<file path="src/rtl/tamper_pkg.sv">
package tamper_pkg;
  typedef enum logic [1:0] {
    ST_IDLE  = 2'd0,
    ST_HASHA = 2'd1,
    ST_HASHB = 2'd2
  } chk_state_t;

  function automatic int carrier_width(input int seg_w);
    return (1 << seg_w) - 1;
  endfunction
endpackage

</file>
<file path="src/rtl/tamper_syndrome.sv">
module tamper_syndrome #(
  parameter int SEG_W  = 3,
  localparam int PART_W = (1 << SEG_W) - 1
) (
  input  logic [PART_W-1:0] field,
  output logic [SEG_W-1:0]  syn
);
  always_comb begin
    syn = '0;
    for (int j = 1; j <= PART_W; j++) begin
      if (field[j-1]) syn = syn ^ SEG_W'(j);
    end
  end
endmodule

</file>
<file path="src/rtl/tamper_extract.sv">
module tamper_extract #(
  parameter int SEG_W = 3,
  parameter int NSEG  = 2,
  localparam int PART_W = (1 << SEG_W) - 1,
  localparam int EMB_W  = NSEG * PART_W,
  localparam int VER_W  = NSEG * SEG_W
) (
  input  logic [EMB_W-1:0] carriers,
  output logic [VER_W-1:0] ver
);
  for (genvar g = 0; g < NSEG; g++) begin : g_seg
    tamper_syndrome #(.SEG_W(SEG_W)) u_syn (
      .field (carriers[EMB_W-1-g*PART_W -: PART_W]),
      .syn   (ver[VER_W-1-g*SEG_W -: SEG_W])
    );
  end
endmodule

</file>
<file path="src/rtl/tamper_check.sv">
module tamper_check #(
  parameter int IDX_W = 14,
  parameter int SEG_W = 3,
  parameter int NSEG  = 2,
  parameter int P3_W  = 2,
  parameter int LVL_W = 8,
  localparam int PART_W = (1 << SEG_W) - 1,
  localparam int EMB_W  = NSEG * PART_W,
  localparam int HIN_W  = P3_W + 2 * LVL_W,
  localparam int WORD_W = EMB_W + HIN_W,
  localparam int VER_W  = NSEG * SEG_W
) (
  input  logic              clk,
  input  logic              rst,
  input  logic              frame_start,
  input  logic              pair_valid,
  output logic              pair_ready,
  input  logic [IDX_W-1:0]  pair_idx_a,
  input  logic [IDX_W-1:0]  pair_idx_b,
  input  logic [WORD_W-1:0] pair_word_a,
  input  logic [WORD_W-1:0] pair_word_b,
  output logic [HIN_W-1:0]  hash_data,
  input  logic [VER_W-1:0]  hash_value,
  output logic              res_valid,
  output logic              res_tamper,
  output logic [IDX_W-1:0]  res_idx_a,
  output logic [IDX_W-1:0]  res_idx_b,
  output logic              frame_tamper
);
  import tamper_pkg::*;

  chk_state_t        state;
  logic [EMB_W-1:0]  emb_a, emb_b;
  logic [HIN_W-1:0]  prot_b;
  logic [IDX_W-1:0]  idx_a, idx_b;
  logic              mis_a;
  logic [EMB_W-1:0]  partner;
  logic [VER_W-1:0]  recovered;
  logic              lane_bad;
  logic              pair_bad;

  assign pair_ready = (state == ST_IDLE);
  assign partner    = (state == ST_HASHA) ? emb_b : emb_a;

  tamper_extract #(.SEG_W(SEG_W), .NSEG(NSEG)) u_extract (
    .carriers (partner),
    .ver      (recovered)
  );

  assign lane_bad = (hash_value != recovered);
  assign pair_bad = mis_a | lane_bad;

  always_ff @(posedge clk) begin
    if (rst) begin
      state        <= ST_IDLE;
      emb_a        <= '0;
      emb_b        <= '0;
      prot_b       <= '0;
      idx_a        <= '0;
      idx_b        <= '0;
      mis_a        <= 1'b0;
      hash_data    <= '0;
      res_valid    <= 1'b0;
      res_tamper   <= 1'b0;
      res_idx_a    <= '0;
      res_idx_b    <= '0;
      frame_tamper <= 1'b0;
    end else begin
      res_valid  <= 1'b0;
      res_tamper <= 1'b0;
      unique case (state)
        ST_IDLE: begin
          if (pair_valid) begin
            emb_a     <= pair_word_a[WORD_W-1 -: EMB_W];
            emb_b     <= pair_word_b[WORD_W-1 -: EMB_W];
            prot_b    <= pair_word_b[HIN_W-1:0];
            idx_a     <= pair_idx_a;
            idx_b     <= pair_idx_b;
            hash_data <= pair_word_a[HIN_W-1:0];
            state     <= ST_HASHA;
          end
        end
        ST_HASHA: begin
          mis_a     <= lane_bad;
          hash_data <= prot_b;
          state     <= ST_HASHB;
        end
        ST_HASHB: begin
          res_valid  <= 1'b1;
          res_tamper <= pair_bad;
          res_idx_a  <= idx_a;
          res_idx_b  <= idx_b;
          state      <= ST_IDLE;
        end
        default: state <= ST_IDLE;
      endcase
      frame_tamper <= (frame_start ? 1'b0 : frame_tamper)
                    | ((state == ST_HASHB) & pair_bad);
    end
  end
endmodule

</file>
<file path="config.mk">
export PLATFORM = sky130hd
export DESIGN_NAME = tamper_check
export DESIGN_NICKNAME = d
export VERILOG_FILES = /design/src/rtl/tamper_pkg.sv /design/src/rtl/tamper_syndrome.sv /design/src/rtl/tamper_extract.sv /design/src/rtl/tamper_check.sv
export SDC_FILE = /design/constraint.sdc
export NUM_CORES = 1
export LEC_CHECK = 0
export BUFFER_PORTS_ARGS = -buffer_cell sky130_fd_sc_hd__buf_4
export CORE_MARGIN = 1
export CORE_UTILIZATION = 30
export CTS_BUF_LIST = sky130_fd_sc_hd__clkbuf_4
export DETAILED_ROUTE_END_ITERATION = 7
export HOLD_SLACK_MARGIN = 0.03
export PLACE_DENSITY_LB_ADDON = 0.15
export SLEW_MARGIN = 10
export SYNTH_ARGS = -nofsm -noshare
export SYNTH_HDL_FRONTEND = slang
export SYNTH_SLANG_ARGS = --single-unit
</file>
<file path="constraint.sdc">
create_clock -name clk -period 2.47 [get_ports clk]
set_input_delay 0.247 -clock clk [delete_from_list [all_inputs] [get_ports clk]]
set_output_delay 0.247 -clock clk [all_outputs]
set_load 0.02 [all_outputs]
</file>
# After elaboration in Yosys (flattened, before gate mapping)
# Index checks and enable logic that the tools add are counted.
dict set report word_totals {
  input_bits 102
  reg_bits 126
  elab_cells 59
}
dict set report classes {
  reduce_logical 5
  n_mux 21
  eq_ne 4
  bitwise_logic 16
}
# operator count
set ops {}
lappend ops {{18-bit case mux with 2 select lines} 1}
lappend ops {{3-bit 2-to-1 mux} 8}
lappend ops {{18-bit 2-to-1 mux} 1}
lappend ops {{14-bit 2-to-1 mux} 1}
lappend ops {{2-bit inverter} 6}
lappend ops {{2-bit 2-to-1 mux} 5}
lappend ops {{6-bit inequality test} 1}
lappend ops {{3-bit inverter} 2}
lappend ops {{1-bit 2-to-1 mux} 4}
lappend ops {{1-bit inverter, first input constant} 4}
lappend ops {{2-bit case mux with 2 select lines} 1}
lappend ops {{2-bit AND reduction} 2}
lappend ops {{2-bit by 1-bit == test with 1-bit output, second input constant} 1}
lappend ops {{2-bit == test, second input constant} 1}
lappend ops {{2-bit zero test} 1}
lappend ops {{2-bit inequality test, second input constant} 1}
lappend ops {{1-bit OR} 2}
lappend ops {{2-bit nonzero test} 1}
lappend ops {{2-bit OR reduction} 1}
lappend ops {{1-bit bitwise AND} 1}
lappend ops {{1-bit inverter} 1}

# Logic depth before layout (Yosys ltp)
# Gate-level depths: netlist (run 1).
dict set report depth {
  word_depth 17
  ltp_mapped 8
}

# Modules after synthesis
# Synthesis (run 1) repeated with hierarchy kept, for this count alone.
dict set report hier_totals {
  hier_cells 622
  area_unflattened_um2 4923.5
}
# module instances area_each_um2 cells_per_inst seq_area_each_um2
set modules_own_cells {}
lappend modules_own_cells {tamper_check 1 4783.3 606 2522.4}
lappend modules_own_cells {tamper_syndrome 2 70.1 8 0.0}

# Least setup slack after synthesis (run 1)
# No wires, ideal clock.
dict set report synth_path {
  path_type {register to register}
  startpoint {register state[1]}
  endpoint {register mis_a}
  synth_period_minus_slack_ns 2.026
  arrival_time_ns 1.884
  path_slack_ns 0.444
  path_buffers 1
  path_stages_with_launch 8
  path_cell_list {dfxtp_1 nand2b_1 buf_6 mux2i_4 xnor3_1 or3_1 a211oi_2 a311oi_1}
}
dict set report synth_via {
  elab_chain_cells 13
}
# item line
set synth_lines {}
lappend synth_lines {{from (decl)} tamper_check.sv:32} ;# chk_state_t state;
lappend synth_lines {{from (signal assigned)} tamper_check.sv:55} ;# state <= ST_IDLE;
lappend synth_lines {{from (signal assigned)} tamper_check.sv:80} ;# state <= ST_HASHA;
lappend synth_lines {{from (signal assigned)} tamper_check.sv:86} ;# state <= ST_HASHB;
lappend synth_lines {{2-bit by 1-bit == test with 1-bit output (*)} {tamper_check.sv:43, tamper_check.sv:71}}
lappend synth_lines {{14-bit 2-to-1 mux} tamper_check.sv:43} ;# assign partner = (state == ST_HASHA) ? emb_b : emb_a;
lappend synth_lines {{1-bit 2-to-1 mux} tamper_syndrome.sv:11} ;# if (field[j-1]) syn = syn ^ SEG_W'(j);
lappend synth_lines {{2-bit 2-to-1 mux} tamper_syndrome.sv:11}
lappend synth_lines {{2-bit inverter (no source line)} --}
lappend synth_lines {{2-bit 2-to-1 mux} tamper_syndrome.sv:11}
lappend synth_lines {{3-bit 2-to-1 mux} tamper_syndrome.sv:11}
lappend synth_lines {{2-bit inverter (no source line)} --}
lappend synth_lines {{3-bit 2-to-1 mux (2 in a row)} tamper_syndrome.sv:11}
lappend synth_lines {{3-bit inverter (no source line)} --}
lappend synth_lines {{3-bit 2-to-1 mux} tamper_syndrome.sv:11}
lappend synth_lines {{6-bit inequality test} tamper_check.sv:50} ;# assign lane_bad = (hash_value != recovered);
lappend synth_lines {{to (signal assigned)} tamper_check.sv:84} ;# mis_a <= lane_bad;
lappend synth_lines {{to (decl)} tamper_check.sv:36} ;# logic mis_a;
# Every way passes the cells marked *; elsewhere a longest branch is shown, timed or not.
# A chain may end at the register's enable or synchronous reset.

# Worst setup path in the final report (run 1)
# Same ends and word-level chain as after synthesis.

==> impl_results.md, run 1 <==
* Critical Path AT at 2.72 ns
* RSZ-0062 raised after global routing: no
* Worst reg2reg path startpoint: state[1]
* Status: finished clean
* Tot Pwr at between 4 and 5 mW
* Clock Tree Buf Depth at 2
* WL/cell at 12.75 microns
* CTS tree: built
* Die X at 129.0 microns
* Largest net degree at the start of global routing at 72
* PwrDens at 582.1 nW/um^2
* Avg Cell Area, Syn at 8.053 sq um
* Hold WC Path Type: in2reg
* Ports at 152
* YS warnings at 0
* Worst Tran Pin Value at 0.7929 ns
* Layout Nets at a little over 900
* Global-route wire length before repair at 21.53 mm
* Yosys reg bits at ~130
* Switching power total at 1.193 mW
* Critical path startpoint: state[1]
* Post-Syn Area at 4840 sq um
* DR pass1 iterations at 4
* Initial Util at 30.58%
* Max-slew violation count at 0
* Seq pwr share at 51.0%
* CTS clk-pin slew, worst paths at 0.11 ns
* Fmax at between 0.4 and 0.5 GHz
* Latest clock arrival within the worst-skew pair at around 0.54 ns
* Max cap viols at 0
* Global Route Usage Sum at between 10% and 20%
* ANT nets after route at 0
* Core Region at 15830 sq um
* CP startpoint kind: flip-flop
* Final Cycle Share at 93.53%
* Gate Count Post-Synth at between 600 and 700
* Crit end category: flip-flop
* CTS root buffer: clkbuf_4
* TritonCTS buffer count at 17
* # setup viols final at 0
* Syn_nets at 703
* Pint at just over 3 mW
* Kind of critical path: reg2reg
* Port Buffers at ~150
* Layout area overhead at 52.92%
* Hold Vio Cnt, Final at 0
* Die area at around 17000 sq um
* Postcts setup bufs at 0
* Vias in the first global route at 4467
* FF-to-FF End: mis_a
* Die Y at 129.0 microns
* Static leakage at 3.098 nW
* VDD IR-drop max at 0.0002804 V
* Dpl hpwl at 8.888 mm
* Library cells used by synthesis at 26
* Part of the Yosys area used for sequential elements at approximately 52%
* Avg Vias per Cell at about 4.5
* H-tree depth at 4
* CTS sink cnt at approximately 130
* GP Congestion at roughly 0.8
* Combinational power share at between 10% and 20%
* # DRC at 0
* Max-slew headroom at 46.94%
* Setup Skew at ~0.013 ns
* Reg2reg setup slack at 0.16 ns
* Worst r2r path cells at 7
* Switching Fraction at roughly 28%
* Drt first-iter violations at 230
* Tmin final at 2.310 ns
* Critical path fanouts, max at 12
* Setup crit end: mis_a
* Share of layout cells above drive strength 1 at 23.76%
* Critical path required time at approximately 2.9 ns
* Via count at 4735
* Clock power frac at 31.0%
* Initial antenna violation count at 1
* Fin Setup TNS at 0 ns
* Total Wirelength at about 14 mm
* Row count at 46
* Fin Hold WS at 0.1693 ns
* Gr ovfl total at 0
[power groups by stage]
stage	logic, mW	clock network (mW)	registers, mW
after global routing	0.852	1.47	2.21
after detailed placement	0.654	0	2.24
after floorplan	0.350	0	2.26
final	0.775	1.34	2.20
after global placement	0.644	0	2.24
after CTS	0.775	1.40	2.20
[how the worst min path moves through the flow]
stage | from | end | slack, ns | depth (start not counted)
floorplan | pair_word_a[28] | emb_a[10] | 0.38 | 2
global placement | idx_a[12] | res_idx_a[12] | 0.44 | 2
detailed placement | idx_a[6] | res_idx_a[6] | 0.44 | 2
CTS | rst | res_valid | 0.12 | 2
global route | rst | idx_a[5] | 0.15 | 2
finish | rst | res_idx_a[11] | 0.17 | 2
[metrics by stage]
stage	setup WS [ns]	instances	utilization, %	cell area, sq um
4_1_cts	0.08546	1062	46.67	7387
3_5_place_dp	0.1144	937	39.17	6200
5_1_grt	0.006948	1063	46.76	7401
6_report	0.1598	1063	46.76	7401
2_1_floorplan	0.4438	601	-	4840
3_3_place_gp	0.1837	937	39.17	6200
[critical path, cell delays in order (launching register included)]
cell,delay (ns)
dfxtp_1,0.39
nand2b_1,0.16
buf_6,0.21
mux2i_4,0.28
xnor3_1,0.36
or3_1,0.37
a211oi_4,0.30
a311oi_1,0.12
[synthesized netlist by cell type]
cell | instances | area share, %
a311oi_1 | 9 | 1.6
a21o_1 | 1 | 0.16
buf_1 | 1 | 0.077
mux2_2 | 2 | 0.47
or2b_1 | 1 | 0.16
nor2_1 | 15 | 1.2
a211oi_2 | 1 | 0.26
inv_1 | 1 | 0.077
buf_2 | 1 | 0.10
a22oi_1 | 12 | 1.9
xnor2_1 | 6 | 1.1
nand2b_1 | 5 | 0.65
a21oi_1 | 117 | 12
buf_6 | 1 | 0.23
mux2i_4 | 2 | 0.93
dfxtp_1 | 126 | 52
nand3_1 | 2 | 0.21
nor2b_1 | 3 | 0.39
and2_1 | 1 | 0.13
or3_1 | 2 | 0.26
o21ai_0 | 1 | 0.10
clkbuf_1 | 41 | 3.2
mux2i_1 | 10 | 2.1
xnor3_1 | 3 | 1.4
xor2_1 | 8 | 1.4
nand2_1 | 229 | 18
[cell families after synthesis]
group           share of synthesized area [%]
simple gates                            20.71
compound gates                          16.11
flops                                   52.12
buf+inv                                 3.671
xor+xnor                                3.930
mux                                     3.464
[metal layers]
| layer | share of wire [%] | track usage (%) |
|---|---|---|
| met1 | 46 | 20.71 |
| met2 | 48 | 27.60 |
| met3 | 4.6 | 4.624 |
| met4 | 1.4 | 6.851 |
| met5 | 0 | 0 |
[layout make-up]
type	instances	area, sq um
clock inverter	15	128.9
clock buffer	17	127.6
antenna	1	2.502
sequential	126	2522
timing repair buffer	257	2191
multi-input combinational	430	2155
fill	1564	8427
inverter	1	3.754
tap	216	270.3
[flip-flops by register name (all words and copies together), names as in the netlist, 14 cells and up]
signal     flops
res_idx_b     14
idx_a         14
res_idx_a     14
hash_data     18
emb_b         14
emb_a         14
idx_b         14
prot_b        18
[cell usage in the layout, fill, tap and decap left out, types with 2 or more instances in the layout]
master           n
nand2_1        228
buf_4          161
dfxtp_1        126
a21oi_1        117
dlygate4sd3_1   93
clkbuf_4        17
nor2_1          15
a22oi_1         12
mux2i_1         10
a311oi_1         9
xor2_1           8
clkinv_2         7
xnor2_1          6
nand2b_1         5
xnor3_1          3
clkinv_1         3
clkinvlp_4       3
mux2i_4          2
nand3_1          2
or3_1            2
mux2_2           2
nor2b_1          2
bufinv_16        2
buf_12           2
[timing repair]
item | 4_1_cts | 5_1_grt
setup endpoints to repair | 0 | 3
hold buffers | 93 | 0
endpoints found under the hold margin | 93 | 0
gates resized for setup | 0 | 2
No activity file was read; power rests on OpenSTA's default activity.
==> inputs of run 2 (changes only) <==
--- a/config.mk
+++ b/config.mk
@@ -13,4 +13,5 @@
 export HOLD_SLACK_MARGIN = 0.03
 export PLACE_DENSITY_LB_ADDON = 0.15
+export RECOVER_POWER = 100
 export SLEW_MARGIN = 10
 export SYNTH_ARGS = -nofsm -noshare
==> constraint.sdc (replaced) <==
create_clock -name clk -period 2.47 [get_ports clk]
set_input_delay 0.1235 -clock clk [delete_from_list [all_inputs] [get_ports clk]]
set_output_delay 0.1235 -clock clk [all_outputs]
set_load 0.02 [all_outputs]
==> impl_results.md, run 2 (synthesis gave the netlist of run 1 again) <==
* Postcts setup bufs at 0 (unchanged)
* Max cap viols at 0 (unchanged)
* Avg Vias per Cell at 4.465 (was 4.454)
* DP Cell Count at 938 (was 937)
* H-tree depth at 4 (unchanged)
* Row count at 46 (unchanged)
* Critical Path AT at 2.69 ns (was 2.72 ns)
* Crit end category: flip-flop (unchanged)
* RSZ-0062 raised after global routing: no (unchanged)
* FF/Latch Area at 2522 sq um (unchanged)
* Seq pwr share at 52.7% (was 51.0%)
* GP Congestion at 0.7822 (was 0.8003)
* Place WS at 0.09588 ns (was 0.1144 ns)
* Largest net degree at the start of global routing at 66 (was 72)
* Setup ws final at 0.1689 ns (was 0.1598 ns)
* Switching Fraction at 27.57% (was 27.69%)
* Max-slew violation count at 0 (unchanged)
* Status: finished clean (unchanged)
* Combinational power share at 18.0% (about the same)
* CTS root buffer: clkbuf_4 (unchanged)
* Die Y at 129.0 microns (unchanged)
* # setup viols final at 0 (unchanged)
* Slowest CP cell: dfxtp_1 (unchanged)
* Critical path fanouts, max at 12 (unchanged)
* Buf/Inv on CP at 1 (unchanged)
* Vias in the first global route at 4614 (was 4467)
* Commonest non-fill, non-tap cells in the layout: nand2_1 (229), dfxtp_1 (126), a21oi_1 (117), buf_4 (107), dlygate4sd3_1 (94) (was nand2_1 (228), buf_4 (161), dfxtp_1 (126), a21oi_1 (117), dlygate4sd3_1 (93))
* Die X at 129.0 microns (unchanged)
* Commonest non-fill, non-tap cell in the layout: nand2_1 (unchanged)
* ANT nets after route at 0 (unchanged)
* Gr ovfl total at 0 (unchanged)
* Layout Nets at 937 (was 935)
* Critical path required time at 2.86 ns (was 2.88 ns)
* Die area at 16640 sq um (unchanged)
* Max incr delay on CP at 0.38 ns (was 0.39 ns)
* Setup Skew at 0.01417 ns (was 0.01259 ns)
* Tot Pwr at 4.167 mW (was 4.308 mW)
* Worst path cell trace: nand2b_1 > buf_6 > mux2i_4 > xnor3_1 > or3_1 > a211oi_4 > a311oi_1 (unchanged)
* # DRC at 0 (unchanged)
* Final Cycle Share at 93.16% (was 93.53%)
* PwrDens at 580.3 nW/um^2 (was 582.1 nW/um^2)
* Kind of critical path: reg2reg (unchanged)
* Share of layout cells above drive strength 1 at 17.36% (was 23.76%)
* Clock Tree Buf Depth at 2 (unchanged)
* CTS clk-pin slew, worst paths at 0.10 ns (was 0.11 ns)
* Layout area overhead at 48.40% (was 52.92%)
* Dpl hpwl at 8.948 mm (was 8.888 mm)
* Area of the multi-input gates at 2152 sq um (was 2155 sq um)
* Cell Count, Final, Fillers Out at 1064 (was 1063)
* Regs by FF count: hash_data (18), prot_b (18) (unchanged)
* Port Buffers at 151 (unchanged)
* Core Region at 15830 sq um (unchanged)
* Switching power total at 1.149 mW (was 1.193 mW)
* Fin Setup TNS at 0 ns (unchanged)
* Kind of cell adding the most delay to the critical path: simple AND/OR/NAND/NOR gates (unchanged)
* Global Route Usage Sum at 16.96% (was 16.76%)
* Via count at 4751 (was 4735)
* Pint at 3.018 mW (was 3.115 mW)
* Total Wirelength at 13.65 mm (was 13.55 mm)
* Ports at 152 (unchanged)
* Max-slew headroom at 4.691% (was 46.94%)
* CTS sink cnt at 126 (unchanged)
* Hold WC Path Type: in2reg (unchanged)
* Worst Tran Pin Value at 1.430 ns (was 0.7929 ns)
* TritonCTS buffer count at 17 (unchanged)
* Post-layout util at 45.38% (was 46.76%)
* WL/cell at 12.83 microns (was 12.75 microns)
* CP startpoint kind: flip-flop (unchanged)
* Tmin final at 2.301 ns (was 2.310 ns)
* Static leakage at 2.886 nW (was 3.098 nW)
* FILL cells at 1642 (was 1564)
* Fmax at 0.4346 GHz (was 0.4329 GHz)
* Initial Util at 30.58% (unchanged)
* Drt first-iter violations at 208 (was 230)
* Hold Vio Cnt, Final at 0 (unchanged)
* VDD IR-drop max at 0.0002882 V (was 0.0002804 V)
* Initial antenna violation count at 1 (unchanged)
* CTS tree: built (unchanged)
* Clock power frac at 29.3% (was 31.0%)
* Latest clock arrival within the worst-skew pair at 0.54 ns (about the same)
* Global-route wire length before repair at 21.75 mm (was 21.53 mm)
* DR pass1 iterations at 6 (was 4)
[run 2: cell types whose count changed in the layout (fill, tap and decap cells not counted), sizes merged]
| cell | delta |
|---|---|
| buf | -54 |
| bufinv | -1 |
| clkbuf | +58 |
| dlygate4sd3 | +1 |
| clkinvlp | -3 |
[run 2: what timing repair did]
item,4_1_cts,5_1_grt
resized for setup,0,2
endpoints found under the setup margin,0,3
hold endpoints to repair,93,0
hold buffers,94,0
[run 2: layout make-up]
cell class | count | share of cell area, %
diodes | 1 | 0.03484
clock buffers | 20 | 2.091
clock inverters | 11 | 1.063
inverters | 1 | 0.05226
multi-input cells | 430 | 29.97
flip-flops and latches | 126 | 35.12
well taps | 216 | 3.763
repair buffers | 259 | 27.91
[run 2: stage by stage]
| stage | hold WS (ns) | area (sq um) |
|---|---|---|
| global placement | 0.3732 | 6207 |
| CTS | 0.03341 | 7375 |
| global route | 0.1151 | 7182 |
| detailed placement | 0.3799 | 6207 |
| floorplan | 0.2595 | 4840 |
| finish | 0.1202 | 7182 |
[run 2: worst paths after layout]
| check | start | to | slack, ns | depth (start not counted) |
|---|---|---|---|---|
| hold reg to reg | idx_b[12] | res_idx_b[12] | 0.46 | 2 |
| setup reg to reg | state[1] | frame_tamper | 0.17 | 7 |
| hold / removal | rst | res_idx_a[9] | 0.12 | 2 |
| setup / recovery | state[1] | frame_tamper | 0.17 | 7 |
[run 2: power by group through the flow]
stage	clock [mW]	combinational [mW]	sequential, mW
after floorplan	0	0.350	2.26
final	1.22	0.748	2.20
after CTS	1.28	0.779	2.20
after global placement	0	0.646	2.24
after detailed placement	0	0.657	2.24
after global routing	1.37	0.828	2.21
[run 2: worst register-to-register path: stages, from the launching register on]
cell and delay, ns:
dfxtp_1 0.38, nand2b_1 0.16, buf_6 0.20, mux2i_4 0.29, xnor3_1 0.35, or3_1 0.36
a211oi_4 0.30, a311oi_1 0.12
[run 2: routing by layer]
layer	wire length [microns]	track usage (%)	part of all wire (%)	vias to the layer above
met5	0	0	0	-
met4	245	7.958	1.8	0
met3	620	4.500	4.5	17
met2	6526	27.69	48	114
met1	6258	20.87	46	2171
li1	-	-	-	2449
